File: src/rtl/swx_pkg.sv
`timescale 1ns/1ps
package swx_pkg;
    typedef enum logic [1:0] {
        LN_NOSYNC = 2'd0,
        LN_ARMED  = 2'd1,
        LN_COUNT  = 2'd2
    } ln_state_e;
endpackage

File: src/rtl/swx_sync_cond.sv
`timescale 1ns/1ps
// Strobe conditioning: polarity, optional vsync delay, origin edges.
module swx_sync_cond #(
    parameter int VS_DLY = 1
) (
    input  logic clk,
    input  logic rst_n,
    input  logic vs_in,
    input  logic hs_in,
    input  logic de_in,
    input  logic vs_pol,
    input  logic hs_pol,
    input  logic de_pol,
    input  logic ref_use_hs,
    input  logic hs_edge_first,
    input  logic vs_delay_en,
    output logic v_origin,
    output logic h_origin
);
    logic vs_act, hs_act, de_act;
    logic vs_late, vs_used;
    logic vs_prev, hs_prev, de_prev;
    logic [VS_DLY-1:0] vs_pipe;

    assign vs_act = vs_pol ? vs_in : ~vs_in;
    assign hs_act = hs_pol ? hs_in : ~hs_in;
    assign de_act = de_pol ? de_in : ~de_in;

    generate
        if (VS_DLY == 1) begin : g_dly_one
            always_ff @(posedge clk or negedge rst_n) begin
                if (!rst_n) vs_pipe <= '0;
                else        vs_pipe <= vs_act;
            end
        end else begin : g_dly_many
            always_ff @(posedge clk or negedge rst_n) begin
                if (!rst_n) vs_pipe <= '0;
                else        vs_pipe <= {vs_pipe[VS_DLY-2:0], vs_act};
            end
        end
    endgenerate

    assign vs_late = vs_pipe[VS_DLY-1];
    assign vs_used = vs_delay_en ? vs_late : vs_act;

    always_ff @(posedge clk or negedge rst_n) begin
        if (!rst_n) begin
            vs_prev <= 1'b0;
            hs_prev <= 1'b0;
            de_prev <= 1'b0;
        end else begin
            vs_prev <= vs_used;
            hs_prev <= hs_act;
            de_prev <= de_act;
        end
    end

    always_comb begin
        v_origin = vs_prev & ~vs_used;
        if (!ref_use_hs)        h_origin = de_act & ~de_prev;
        else if (hs_edge_first) h_origin = hs_act & ~hs_prev;
        else                    h_origin = hs_prev & ~hs_act;
    end
endmodule

File: src/rtl/swx_line_fsm.sv
`timescale 1ns/1ps
// Frame phase state machine with line counter and vertical range test.
module swx_line_fsm
    import swx_pkg::*;
#(
    parameter int LINE_W = 12
) (
    input  logic              clk,
    input  logic              rst_n,
    input  logic              v_origin,
    input  logic              h_origin,
    input  logic [LINE_W-1:0] v_off,
    input  logic [LINE_W-1:0] v_len,
    output logic              row_hit
);
    localparam logic [LINE_W-1:0] LINE_MAX = '1;

    ln_state_e         state_q, state_d;
    logic [LINE_W-1:0] line_q, line_now;
    logic              line_ok;
    logic [LINE_W:0]   v_end;

    always_ff @(posedge clk or negedge rst_n) begin
        if (!rst_n) begin
            state_q <= LN_NOSYNC;
            line_q  <= '0;
        end else begin
            state_q <= state_d;
            if (line_ok) line_q <= line_now;
        end
    end

    always_comb begin
        state_d = state_q;
        if (v_origin) begin
            state_d = h_origin ? LN_COUNT : LN_ARMED;
        end else begin
            unique case (state_q)
                LN_NOSYNC: state_d = LN_NOSYNC;
                LN_ARMED:  if (h_origin) state_d = LN_COUNT;
                LN_COUNT:  state_d = LN_COUNT;
                default:   state_d = LN_NOSYNC;
            endcase
        end
    end

    always_comb begin
        line_ok  = 1'b0;
        line_now = line_q;
        if (v_origin) begin
            line_ok  = h_origin;
            line_now = '0;
        end else begin
            unique case (state_q)
                LN_ARMED: begin
                    if (h_origin) begin
                        line_ok  = 1'b1;
                        line_now = '0;
                    end
                end
                LN_COUNT: begin
                    line_ok = 1'b1;
                    if (h_origin && line_q != LINE_MAX) line_now = line_q + 1'b1;
                end
                default: line_ok = 1'b0;
            endcase
        end
    end

    assign v_end   = {1'b0, v_off} + {1'b0, v_len};
    assign row_hit = line_ok && (line_now >= v_off) && ({1'b0, line_now} < v_end);
endmodule

File: src/rtl/swx_pix_count.sv
`timescale 1ns/1ps
// Pixel position counter and horizontal range test.
module swx_pix_count #(
    parameter int PIX_W = 12
) (
    input  logic             clk,
    input  logic             rst_n,
    input  logic             h_origin,
    input  logic             pix_valid,
    input  logic [PIX_W-1:0] h_off,
    input  logic [PIX_W-1:0] h_len,
    output logic             col_hit
);
    localparam logic [PIX_W-1:0] PIX_MAX = '1;

    logic [PIX_W-1:0] pix_q, pix_now;
    logic [PIX_W:0]   h_end;

    assign pix_now = h_origin ? '0 : pix_q;

    always_ff @(posedge clk or negedge rst_n) begin
        if (!rst_n)                            pix_q <= '0;
        else if (pix_valid && pix_now != PIX_MAX) pix_q <= pix_now + 1'b1;
        else                                   pix_q <= pix_now;
    end

    assign h_end   = {1'b0, h_off} + {1'b0, h_len};
    assign col_hit = pix_valid && (pix_now >= h_off) && ({1'b0, pix_now} < h_end);
endmodule

File: src/rtl/sync_window_crop.sv
`timescale 1ns/1ps
// Top: crops a rectangle from the incoming frame using sync-derived origins.
module sync_window_crop #(
    parameter int LINE_W = 12,
    parameter int PIX_W  = 12,
    parameter int VS_DLY = 1
) (
    input  logic              clk,
    input  logic              rst_n,
    input  logic              pix_valid,
    input  logic              vs_in,
    input  logic              hs_in,
    input  logic              de_in,
    input  logic              vs_pol,
    input  logic              hs_pol,
    input  logic              de_pol,
    input  logic              ref_use_hs,
    input  logic              hs_edge_first,
    input  logic              vs_delay_en,
    input  logic [LINE_W-1:0] v_off,
    input  logic [LINE_W-1:0] v_len,
    input  logic [PIX_W-1:0]  h_off,
    input  logic [PIX_W-1:0]  h_len,
    output logic              win_active,
    output logic              frame_start,
    output logic              line_start
);
    logic v_origin, h_origin, row_hit, col_hit;

    swx_sync_cond #(.VS_DLY(VS_DLY)) u_cond (
        .clk(clk), .rst_n(rst_n),
        .vs_in(vs_in), .hs_in(hs_in), .de_in(de_in),
        .vs_pol(vs_pol), .hs_pol(hs_pol), .de_pol(de_pol),
        .ref_use_hs(ref_use_hs), .hs_edge_first(hs_edge_first),
        .vs_delay_en(vs_delay_en),
        .v_origin(v_origin), .h_origin(h_origin)
    );

    swx_line_fsm #(.LINE_W(LINE_W)) u_lines (
        .clk(clk), .rst_n(rst_n),
        .v_origin(v_origin), .h_origin(h_origin),
        .v_off(v_off), .v_len(v_len),
        .row_hit(row_hit)
    );

    swx_pix_count #(.PIX_W(PIX_W)) u_pixels (
        .clk(clk), .rst_n(rst_n),
        .h_origin(h_origin), .pix_valid(pix_valid),
        .h_off(h_off), .h_len(h_len),
        .col_hit(col_hit)
    );

    always_ff @(posedge clk or negedge rst_n) begin
        if (!rst_n) begin
            win_active  <= 1'b0;
            frame_start <= 1'b0;
            line_start  <= 1'b0;
        end else begin
            win_active  <= row_hit & col_hit;
            frame_start <= v_origin;
            line_start  <= h_origin;
        end
    end
endmodule

File: config.mk
export PLATFORM = sky130hd
export DESIGN_NAME = sync_window_crop
export DESIGN_NICKNAME = d
export VERILOG_FILES = /design/src/rtl/swx_pkg.sv /design/src/rtl/swx_sync_cond.sv /design/src/rtl/swx_line_fsm.sv /design/src/rtl/swx_pix_count.sv /design/src/rtl/sync_window_crop.sv
export SDC_FILE = /design/constraint.sdc
export NUM_CORES = 1
export LEC_CHECK = 0
export ABC_AREA = 1
export BUFFER_PORTS_ARGS = -buffer_cell sky130_fd_sc_hd__buf_2
export CAP_MARGIN = 20
export CORE_AREA = 2 2 94 96
export DETAILED_ROUTE_END_ITERATION = 8
export DIE_AREA = 0 0 96 98
export GPL_ROUTABILITY_DRIVEN = 1
export PLACE_DENSITY = 0.76
export SYNTH_ARGS = -nofsm -noshare
export SYNTH_HDL_FRONTEND = slang
export SYNTH_HIERARCHICAL = 1
export SYNTH_SLANG_ARGS = --single-unit
File: constraint.sdc
create_clock -name clk -period 4.15 [get_ports clk]
set_input_delay 0.83 -clock clk [delete_from_list [all_inputs] [get_ports clk]]
set_output_delay 0.83 -clock clk [all_outputs]
set_load 0.03 [all_outputs]
Word level (Yosys, flattened, before mapping):

Index checks and enable logic that the tools add are counted.

* register bits: 33
* input bits: 60
* word-level logic and storage cells: 60

* $add $sub $neg: 4
* order comparisons: 4
* equal/unequal tests: 5
* mux-type cells: 19
* bitwise logic cells: 12
* reductions and logical operators: 6

Operators with widths (number)
* $mux W12: 5
* $add A12 B12 Y13: 2
* $lt A12 B13 Y1: 2
* $add A12 B1 Y12 const B: 2
* $ge A12 B12 Y1: 2
* $ne A12 B12 Y1 const B: 2
* $pmux W12 S2: 1
* $mux W1: 8
* $not A1 Y1: 7
* $logic_and A1 B1 Y1: 6
* $mux W2: 3
* $and A1 B1 Y1: 5
* $pmux W2 S2: 1
* $ne A3 B3 Y1 const B: 1
* $eq A2 B1 Y1 const B: 1
* $eq A2 B2 Y1 const B: 1
* $pmux W1 S2: 1

Depth between registers and ports, before layout:

Gate-level depths: netlist of the first run.

* depth after elaboration: 14
* depth in mapped cells: 33

Cells and area by module:

The synthesis of the first run kept the hierarchy.

By module, submodules not included
* swx_line_fsm: times used 1, cells an instance 348, area each 2238.4 µm², sequential area each 350.3 µm²
* swx_pix_count: times used 1, cells an instance 300, area each 1974.4 µm², sequential area each 300.3 µm²
* swx_sync_cond: times used 1, cells an instance 30, area each 217.7 µm², sequential area each 100.1 µm²
* sync_window_crop: times used 1, cells an instance 5, area each 82.6 µm², sequential area each 75.1 µm²

Worst setup path before layout of the first run:

OpenSTA, ideal clock, no wires.

* path kind: in2reg
* from: input h_off[0]
* to: register win_active
* setup time: 0.063 ns
* arrival time: 3.025 ns
* data required time: 4.087 ns
* slack: 1.063 ns
* cell stages on the path: 21
* path buffers: 0
* cell sequence: ha_1 > inv_1 > fa_1 > o21ai_0 > o21ai_0 > o21bai_1 > xnor2_1 > ha_1 > nand2_1 > inv_1 > nand2_1 > nand2_1 > nand2_1 > nand2_1 > nand2_1 > nand2_1 > nand2_1 > nand3_1 > nor2_1 > nand2_1 > inv_1

* longest elaborated chain between the ends: 4

Ends and longest elaborated chain
* start, declared: RTL line sync_window_crop.sv:22 `input logic [PIX_W-1:0] h_off,`
* $add A12 B12 Y13 or $ge A12 B12 Y1 (tied branches): RTL line swx_pix_count.sv:27, swx_pix_count.sv:28
* $lt A12 B13 Y1 or $logic_and A1 B1 Y1 (tied branches): RTL line swx_pix_count.sv:28 `assign col_hit = pix_valid && (pix_now >= h_off) && ({1'b0, pix_now} < h_end);`
* $logic_and A1 B1 Y1 (*): RTL line swx_pix_count.sv:28
* net col_hit: RTL line sync_window_crop.sv:28 `logic v_origin, h_origin, row_hit, col_hit;`
* $and A1 B1 Y1 (*): RTL line sync_window_crop.sv:59 `win_active <= row_hit & col_hit;`
* end signal, assigned: RTL line sync_window_crop.sv:59
* end, declared: RTL line sync_window_crop.sv:24 `output logic win_active,`

The timed path passes the listed nets; every way through them passes the cells marked *.
A chain may end at the register's enable or synchronous reset.

Worst setup path after layout of the first run:

Ends and elaborated chain as after synthesis.

==> results of run 1 <==
[cells by family (layout without fill, tap and decap cells)]
group,Yosys count,in the layout,share of synthesized area
flops,33,33,0.183
buf+inv,116,181,0.105
simple gates,326,326,0.312
fa+ha+maj,74,74,0.208
xor+xnor,28,28,0.0543
compound gates,106,106,0.137
[power by group]
group / total [mW] / switching, mW / internal, mW
combinational: 1.13 / 0.711 / 0.417
sequential: 0.469 / 0.0789 / 0.390
clock: 0.250 / 0.118 / 0.132
[routing by layer]
metal / up-vias / wire length [microns]
met5: - / 0
met4: 0 / 140
met3: 13 / 403
met2: 126 / 5100
met1: 2018 / 4920
li1: 2324 / -
[worst min-delay path by stage]
stage | startpoint | end | slack, ps | cells past startpoint
global placement | u_cond/vs_late | u_cond/vs_prev | 450 | 2
detailed placement | u_cond/vs_late | u_cond/vs_prev | 450 | 2
finish | u_cond/vs_late | u_cond/vs_prev | 470 | 2
CTS | u_cond/vs_late | u_cond/vs_prev | 470 | 2
global route | u_cond/vs_late | u_cond/vs_prev | 490 | 2
floorplan | u_cond/vs_late | u_cond/vs_prev | 440 | 2
[through the flow]
stage	instance area (sq um)	total power [mW]	setup slack, ps
after floorplan	4510	1.31	1060
after global placement	4930	1.53	627
after detailed placement	4930	1.58	537
after CTS	5010	1.85	834
after global routing	5010	2.04	463
final	5010	1.85	832
[worst register-to-register path: cells and delay by family (launching register included)]
| family | cells | cell delay, ps |
|---|---|---|
| AO/OA/AOI/OAI | 1 | 110 |
| adder cells (fa/ha/maj) | 2 | 710 |
| AND/OR/NAND/NOR | 22 | 1340 |
| buffers and inverters | 4 | 420 |
| flip-flops | 1 | 350 |
[synthesized netlist by cell type, types with 5 or more instances]
master   count  area, sq um
nor3_1       6         30.0
o21ai_2      5         43.8
xor2_1      19          166
xnor2_1      9         78.8
o21ai_0     28          140
ha_1        72          901
nand3_1     37          185
dfrtp_1     33          826
nand2_2     10         62.6
nand2_1    188          706
a21oi_1     46          230
nor2_1      64          240
inv_1      105          394
[final cells by class]
type,instances,area [sq um]
inverter,108,410
clock buffer,7,86.3
tap,108,135
multi-input combinational,534,3210
timing repair buffer,66,340
fill,820,3450
sequential,33,826
==> impl_metrics.yaml, run 1 <==
layout:
  diodes: 0
  final_core_util: 0.592
  reg.largest.list: "u_lines/line_q x12, u_pixels/pix_q x12, u_lines/state_q x2"
  nNetsFinal: 882
  final_common_cell: "nand2_1"
  syn_to_final_growth_pct: 11.1
  drive_gt1_frac: 0.143
  final_cell_mix: "nand2_1 (188), inv_1 (105), ha_1 (72)"
  fin_cells: 856
global_route:
  grt_use_met2: 0.400
  grtUsageMet1: 0.295
  overflow: 0
  antenna_found_initial: 0
  grt_max_degree: 34
  grt_busiest_layer: "met2"
  grtUsageMet3: 0.0278
  grt_pass1_wl_microns: 17900
  grt_pass1_vias: 4199
  grt_use_total: 0.230
clock_network:
  clkTransAtPathRegs_ps: 60
  ctsLongestPathBuffers: 2
  cts_tree: "yes"
  cts_hold_buf: 0
  cts-root-buf: "clkbuf_8"
  cts_max_level: 2
  clkSinkCount: 33
  clk_latency_ps: 280
  cts_buffers: 5
  postCtsSetupBuffers: 0
  cts_resized: 0
critical_path:
  cpLargestDelayFamily: "adder cells"
  start_kind: "input pin"
  crit_top_cell: "nand2_1"
  cp_num_buf_inv: 4
  rr_endpoint: "win_active"
  cp-endpoint: "win_active"
  cp.arrival_ps: 3540
  cp_max_fo: 4
  crit_path_max_incr_delay_ps: 390
  crit_path_end_kind: "register"
  crit_start: "h_off[0]"
  path_cells: "buf_2, ha_1, inv_1, fa_1, o21ai_0, o21ai_0, o21bai_1, xnor2_1, ha_1, nand2_1, inv_1, nand2_1, nand2_1, nand2_1, nand2_1, nand2_1, nand2_1, nand2_1, nand3_1, nor2_1, nand2_1, inv_1"
  critical_path_depth: 22
  r2r-start: "u_lines/state_q[0]"
  crit_type: "input pin to register"
  crit_slowest_cell: "fa_1"
  worstPathRequired_ps: 4370
  reg2regPathDepth: 29
  r2r_slack_ps: 1120
route:
  vias: 4481
  drt_iter0_drc: 261
  wl_microns: 10600
  wl_per_cell_microns: 12.3
  drtPass1Iterations: 6
  route.detailed.drc: 0
  viasPerCell: 5.23
  ant_nets: 0
yosys:
  syn_inst: 683
  async_flop_share: 1.00
  synth_seq_area_share: 0.183
  synth-edff-count: 0
  synth.distinct_cells: 45
  syn_area_per_cell_sq_um: 6.61
  synth_ff_type: "dfrtp_1"
  synthesis.nets: 817
  synth-seq-cells: 33
  syn-cell-area_sq_um: 4510
  synth.yosys.warnings: 6
power_and_ir_drop:
  p_leak_nw: 2.81
  p_per_area_nw_per_um2: 369
  vdd_drop_max_v: 0.000178
sta:
  setup_viol: 0
  fin_skew_ps: 7.10
  tightest_slew_ps: 756
  whs_ps: 467
  worst_slew_margin_rel: 0.496
  fmax_ghz: 0.301
  rsz0062_at_grt: "no"
  fin_tns_setup_ps: 0
  min_period_ps: 3320
  finalCritPeriodShare: 0.799
  slew_violations: 0
  hold_violations: 0
floorplan:
  ios: 63
  core-area_sq_um: 8470
  rows: 34
  dieArea_sq_um: 9410
  start_util: 0.533
  die_w_microns: 96
  die_y_microns: 98
placed_design:
  port_buffers: 62
  gp_congestion: 0.878
  dp_cells: 849
  hpwl_microns: 8590
run_status:
  status: "complete, no violations"
worst_hold_path:
  hp-class: "register to register"
run:
  drv_cap: 0
No activity file was read; power rests on OpenSTA's default activity.
==> inputs of run 2 (changes only) <==
==> constraint.sdc (replaced) <==
create_clock -name clk -period 3.2 [get_ports clk]
set_input_delay 0.64 -clock clk [delete_from_list [all_inputs] [get_ports clk]]
set_output_delay 0.64 -clock clk [all_outputs]
set_load 0.03 [all_outputs]
==> run 2 against run 1 <==
Flip-flop and latch count unchanged. Wire length up 2.9%. Largest cell class unchanged. Clock power is 65% higher. Critical path depth shrank 4. Highest routed layer unchanged. Global-route usage is 0.70 points higher. First-iteration DRC count decreased by 25%. Cell count rose by 2.2%. Utilization up 2.2 points. Total power up 42%.
==> impl_metrics.yaml, run 2 (same netlist as run 1, synthesis figures left out) <==
run_status:
  status: "complete, no violations"
global_route:
  grt_pass1_vias: 4408
  grt_max_degree: 34
  grt_use_total: 0.237
  antenna_found_initial: 0
  grt_pass1_wl_microns: 18600
  overflow: 0
route:
  wl_microns: 10900
  viasPerCell: 5.15
  ant_nets: 0
  route.detailed.drc: 0
  drt_iter0_drc: 196
  vias: 4504
  drtPass1Iterations: 5
  wl_per_cell_microns: 12.4
floorplan:
  start_util: 0.533
  ios: 63
  die_w_microns: 96
  rows: 34
  core-area_sq_um: 8470
  dieArea_sq_um: 9410
  die_y_microns: 98
critical_path:
  r2r-start: "u_lines/line_q[0]"
  crit_path_end_kind: "register"
  crit_slowest_cell: "ha_1"
  crit_type: "input pin to register"
  cp_max_fo: 4
  reg2regPathDepth: 21
  path_cells: "buf_2, ha_1, a21oi_1, nand2_1, a21oi_1, o21ai_0, a21oi_1, nor2_1, nor2_1, xor2_1, ha_1, nand2b_1, nor2_1, nand3_1, nand3_1, nor2_2, nand2_1, inv_1"
  crit_path_max_incr_delay_ps: 340
  cp.arrival_ps: 3220
  crit_start: "v_off[2]"
  start_kind: "input pin"
  worstPathRequired_ps: 3430
sta:
  min_period_ps: 2990
  slew_violations: 0
  hold_violations: 0
  tightest_slew_ps: 764
  timing.final.ws_setup_ps: 208
  rsz0062_at_grt: "no"
  fmax_ghz: 0.334
  setup_viol: 0
  finalCritPeriodShare: 0.935
  fin_skew_ps: 4.31
  whs_ps: 428
  worst_slew_margin_rel: 0.491
clock_network:
  postCtsSetupBuffers: 0
  cts_resized: 0
  cts_buffers: 5
  clkTransAtPathRegs_ps: 70
  clkSinkCount: 33
  cts_max_level: 2
  clk_latency_ps: 280
  cts-root-buf: "clkbuf_8"
  cts_tree: "yes"
  ctsLongestPathBuffers: 2
  cts_hold_buf: 0
layout:
  reg.largest.list: "u_lines/line_q x12, u_pixels/pix_q x12, u_lines/state_q x2"
  syn_to_final_growth_pct: 15.2
  diodes: 0
  nFillCells: 796
  drive_gt1_frac: 0.172
  nNetsFinal: 900
  final_common_cell: "nand2_1"
  final_cell_mix: "nand2_1 (188), inv_1 (105), ha_1 (72)"
power_and_ir_drop:
  p_per_area_nw_per_um2: 506
  vdd_drop_max_v: 0.000294
  p_leak_nw: 2.92
placed_design:
  port_buffers: 62
  hpwl_microns: 8960
  gp_congestion: 0.885
  dp_slack_ps: -68.2
worst_hold_path:
  hp-class: "input pin to asynchronous set/reset pin"
run:
  drv_cap: 0
[run 2: layout make-up]
| class | count | area [sq um] | area share |
|---|---|---|---|
| clock buffers | 7 | 86.3 | 0.0166 |
| clock inverters | 1 | 30.0 | 0.00577 |
| inverters | 108 | 410 | 0.0789 |
| multi-input cells | 534 | 3240 | 0.622 |
| flip-flops and latches | 33 | 827 | 0.159 |
| well taps | 108 | 135 | 0.0260 |
| repair buffers | 84 | 475 | 0.0914 |
[run 2: power by group]
group	switching [mW]	leakage [nW]	internal, mW
clock	0.159	0.0585	0.254
sequential	0.102	0.431	0.508
combinational	0.962	2.43	0.644
total	1.22	2.92	1.41
[run 2: worst paths after layout]
| check | endpoint | slack, ps |
|---|---|---|
| worst max register to register | win_active | 210 |
| min in group clk | u_cond/vs_prev | 480 |
| worst min-delay path | u_cond/hs_prev | 430 |
| max in group asynchronous | u_lines/line_q[0] | 2240 |
| worst min register to register | u_cond/vs_prev | 480 |
| worst max-delay path | win_active | 210 |
[run 2: through the flow]
stage	setup TNS [ps]	instance area (sq um)	instances	utilization	total power, mW
floorplan	0	4510	683	-	1.70
global placement	0	5060	867	0.598	2.11
detailed placement	-68.2	5060	867	0.598	2.18
CTS	0	5180	875	0.612	2.61
global route	0	5200	875	0.614	2.90
finish	0	5200	875	0.614	2.63
[run 2: worst max-delay path: cells and delay by family]
family	cells	cell delay, ps
AO/OA/AOI/OAI	4	800
XOR/XNOR	1	190
adder cells (fa/ha/maj)	2	600
buffers and inverters	2	150
AND/OR/NAND/NOR	9	850
[run 2: layer usage]
layer / share of wire / GRT usage
met3: 0.040 / 0.0201
met1: 0.47 / 0.321
met2: 0.48 / 0.407
met5: 0 / 0
met4: 0.0098 / 0.0538
==> inputs of run 3 (changes only) <==
==> constraint.sdc (replaced) <==
create_clock -name clk -period 3.2 [get_ports clk]
set_input_delay 0.48 -clock clk [delete_from_list [all_inputs] [get_ports clk]]
set_output_delay 0.48 -clock clk [all_outputs]
set_load 0.03 [all_outputs]
==> run 3 against run 2 <==
Cell area down 1.9%. Critical path depth up 1. Die area unchanged. Clock power is 12% lower. Worst hold slack got worse by 170 ps. Critical endpoint unchanged.
==> impl_metrics.yaml, run 3 (same netlist as run 1, synthesis figures left out) <==
run_status:
  status: "complete, no violations"
clock_network:
  cts_max_level: 2
  cts_resized: 0
  cts-root-buf: "clkbuf_8"
  clkTransAtPathRegs_ps: 80
  cts_hold_buf: 0
  cts_buffers: 5
  clk_latency_ps: 300
  postCtsSetupBuffers: 0
  cts_tree: "yes"
  ctsLongestPathBuffers: 2
  clkSinkCount: 33
critical_path:
  crit_slowest_cell: "dfrtp_1"
  cpLargestDelayFamily: "simple AND/OR/NAND/NOR gates"
  crit_top_cell: "nand2_1"
  crit_path_end_kind: "register"
  crit_type: "register to register"
  cp_max_fo: 5
  start_kind: "register"
  path_cells: "ha_1, nand3_1, nand3b_1, nand2_2, buf_4, nor2_2, nand3_2, a21oi_1, o21ai_1, a21boi_2, ha_1, a21oi_1, nor3_1, a211oi_1, nand2_1, nand2_1, nor2_2, nand2_1, inv_1"
  cp_num_buf_inv: 2
  worstPathRequired_ps: 3400
  cp.arrival_ps: 3180
  crit_path_max_incr_delay_ps: 430
  r2r_slack_ps: 220
global_route:
  overflow: 0
  grt_pass1_wl_microns: 18900
  grt_use_total: 0.248
  grt_max_degree: 34
  antenna_found_initial: 1
  grt_pass1_vias: 4380
sta:
  whs_ps: 260
  fin_skew_ps: 7.91
  min_period_ps: 2980
  worst_slew_margin_rel: 0.490
  setup_viol: 0
  hold_violations: 0
  slew_violations: 0
  rsz0062_at_grt: "no"
  finalCritPeriodShare: 0.932
  fmax_ghz: 0.335
  tightest_slew_ps: 766
placed_design:
  gp_congestion: 0.923
  port_buffers: 62
  placed_area_sq_um: 4980
  dp_cells: 856
  hpwl_microns: 8940
floorplan:
  core-area_sq_um: 8470
  rows: 34
  ios: 63
  dieArea_sq_um: 9410
  die_y_microns: 98
  die_w_microns: 96
  start_util: 0.533
power_and_ir_drop:
  p_sw_mw: 1.23
  intPower_mw: 1.29
  seq_power_share: 0.242
  vdd_drop_max_v: 0.000232
  p_leak_nw: 2.86
  swShare: 0.487
  clkPwrFrac: 0.144
  comb_power_share: 0.614
  p_per_area_nw_per_um2: 494
route:
  ant_nets: 0
  viasPerCell: 5.27
  drt_iter0_drc: 308
  route.detailed.drc: 0
  vias: 4557
  wl_microns: 11100
  wl_per_cell_microns: 12.9
  drtPass1Iterations: 5
layout:
  nNetsFinal: 889
  syn_to_final_growth_pct: 13.1
  fin_cells: 864
  final_cell_mix: "nand2_1 (188), inv_1 (105), ha_1 (71)"
  final_cell_area_sq_um: 5100
  final_common_cell: "nand2_1"
  reg.largest.list: "u_lines/line_q x12, u_pixels/pix_q x12, u_lines/state_q x2"
  diodes: 0
  final_core_util: 0.603
  drive_gt1_frac: 0.159
worst_hold_path:
  hp-class: "input pin to asynchronous set/reset pin"
run:
  drv_cap: 0
run 3: cell types whose count changed in the layout (fill, tap and decap cells not counted), moves of 2 or more:
cell     before  now
buf_4        22   11
a31oi_2       2    0
a31oi_1       2    4
o21ai_1       4    6
run 3: metrics by stage:
step / total power, mW / setup WS, ps / TNS (ps)
after floorplan: 1.70 / 463 / 0
after global placement: 2.04 / -33.9 / -33.9
after detailed placement: 2.10 / -97.6 / -97.6
after CTS: 2.48 / 143 / 0
after global routing: 2.79 / 1.34 / 0
final: 2.52 / 217 / 0
run 3: area by class of cell:
cell class,instances,area [sq um]
repair buffers,73,393
inverters,108,413
multi-input cells,534,3240
clock inverters,1,5.00
well taps,108,135
flip-flops and latches,33,826
clock buffers,7,96.3
fillers,828,3360
run 3: final timing paths:
kind | to | from | cells past startpoint
worst min-delay path | u_cond/hs_prev | rst_n | 1
min in group clk | u_cond/vs_prev | vs_delay_en | 2
worst min register to register | u_cond/vs_prev | u_cond/vs_late | 2
worst max register to register | win_active | u_lines/line_q[0] | 19
worst max-delay path | win_active | u_lines/line_q[0] | 19
max in group asynchronous | u_lines/line_q[0] | rst_n | 1
run 3: per-layer routing:
metal | part of all wire | vias to the layer above | global-route usage | routed length [microns]
met3 | 0.053 | 22 | 0.0301 | 589
met2 | 0.48 | 144 | 0.429 | 5350
met5 | 0.00063 | - | 0 | 7
met1 | 0.44 | 2045 | 0.319 | 4940
met4 | 0.019 | 2 | 0.0725 | 215
li1 | - | 2344 | - | -
run 3: power groups by stage:
stage	combinational, mW	sequential [mW]	clock, mW
6_report	1.55	0.609	0.362
5_1_grt	1.78	0.621	0.389
4_1_cts	1.51	0.602	0.369
3_5_place_dp	1.49	0.609	0
3_3_place_gp	1.43	0.609	0
2_1_floorplan	1.11	0.592	0
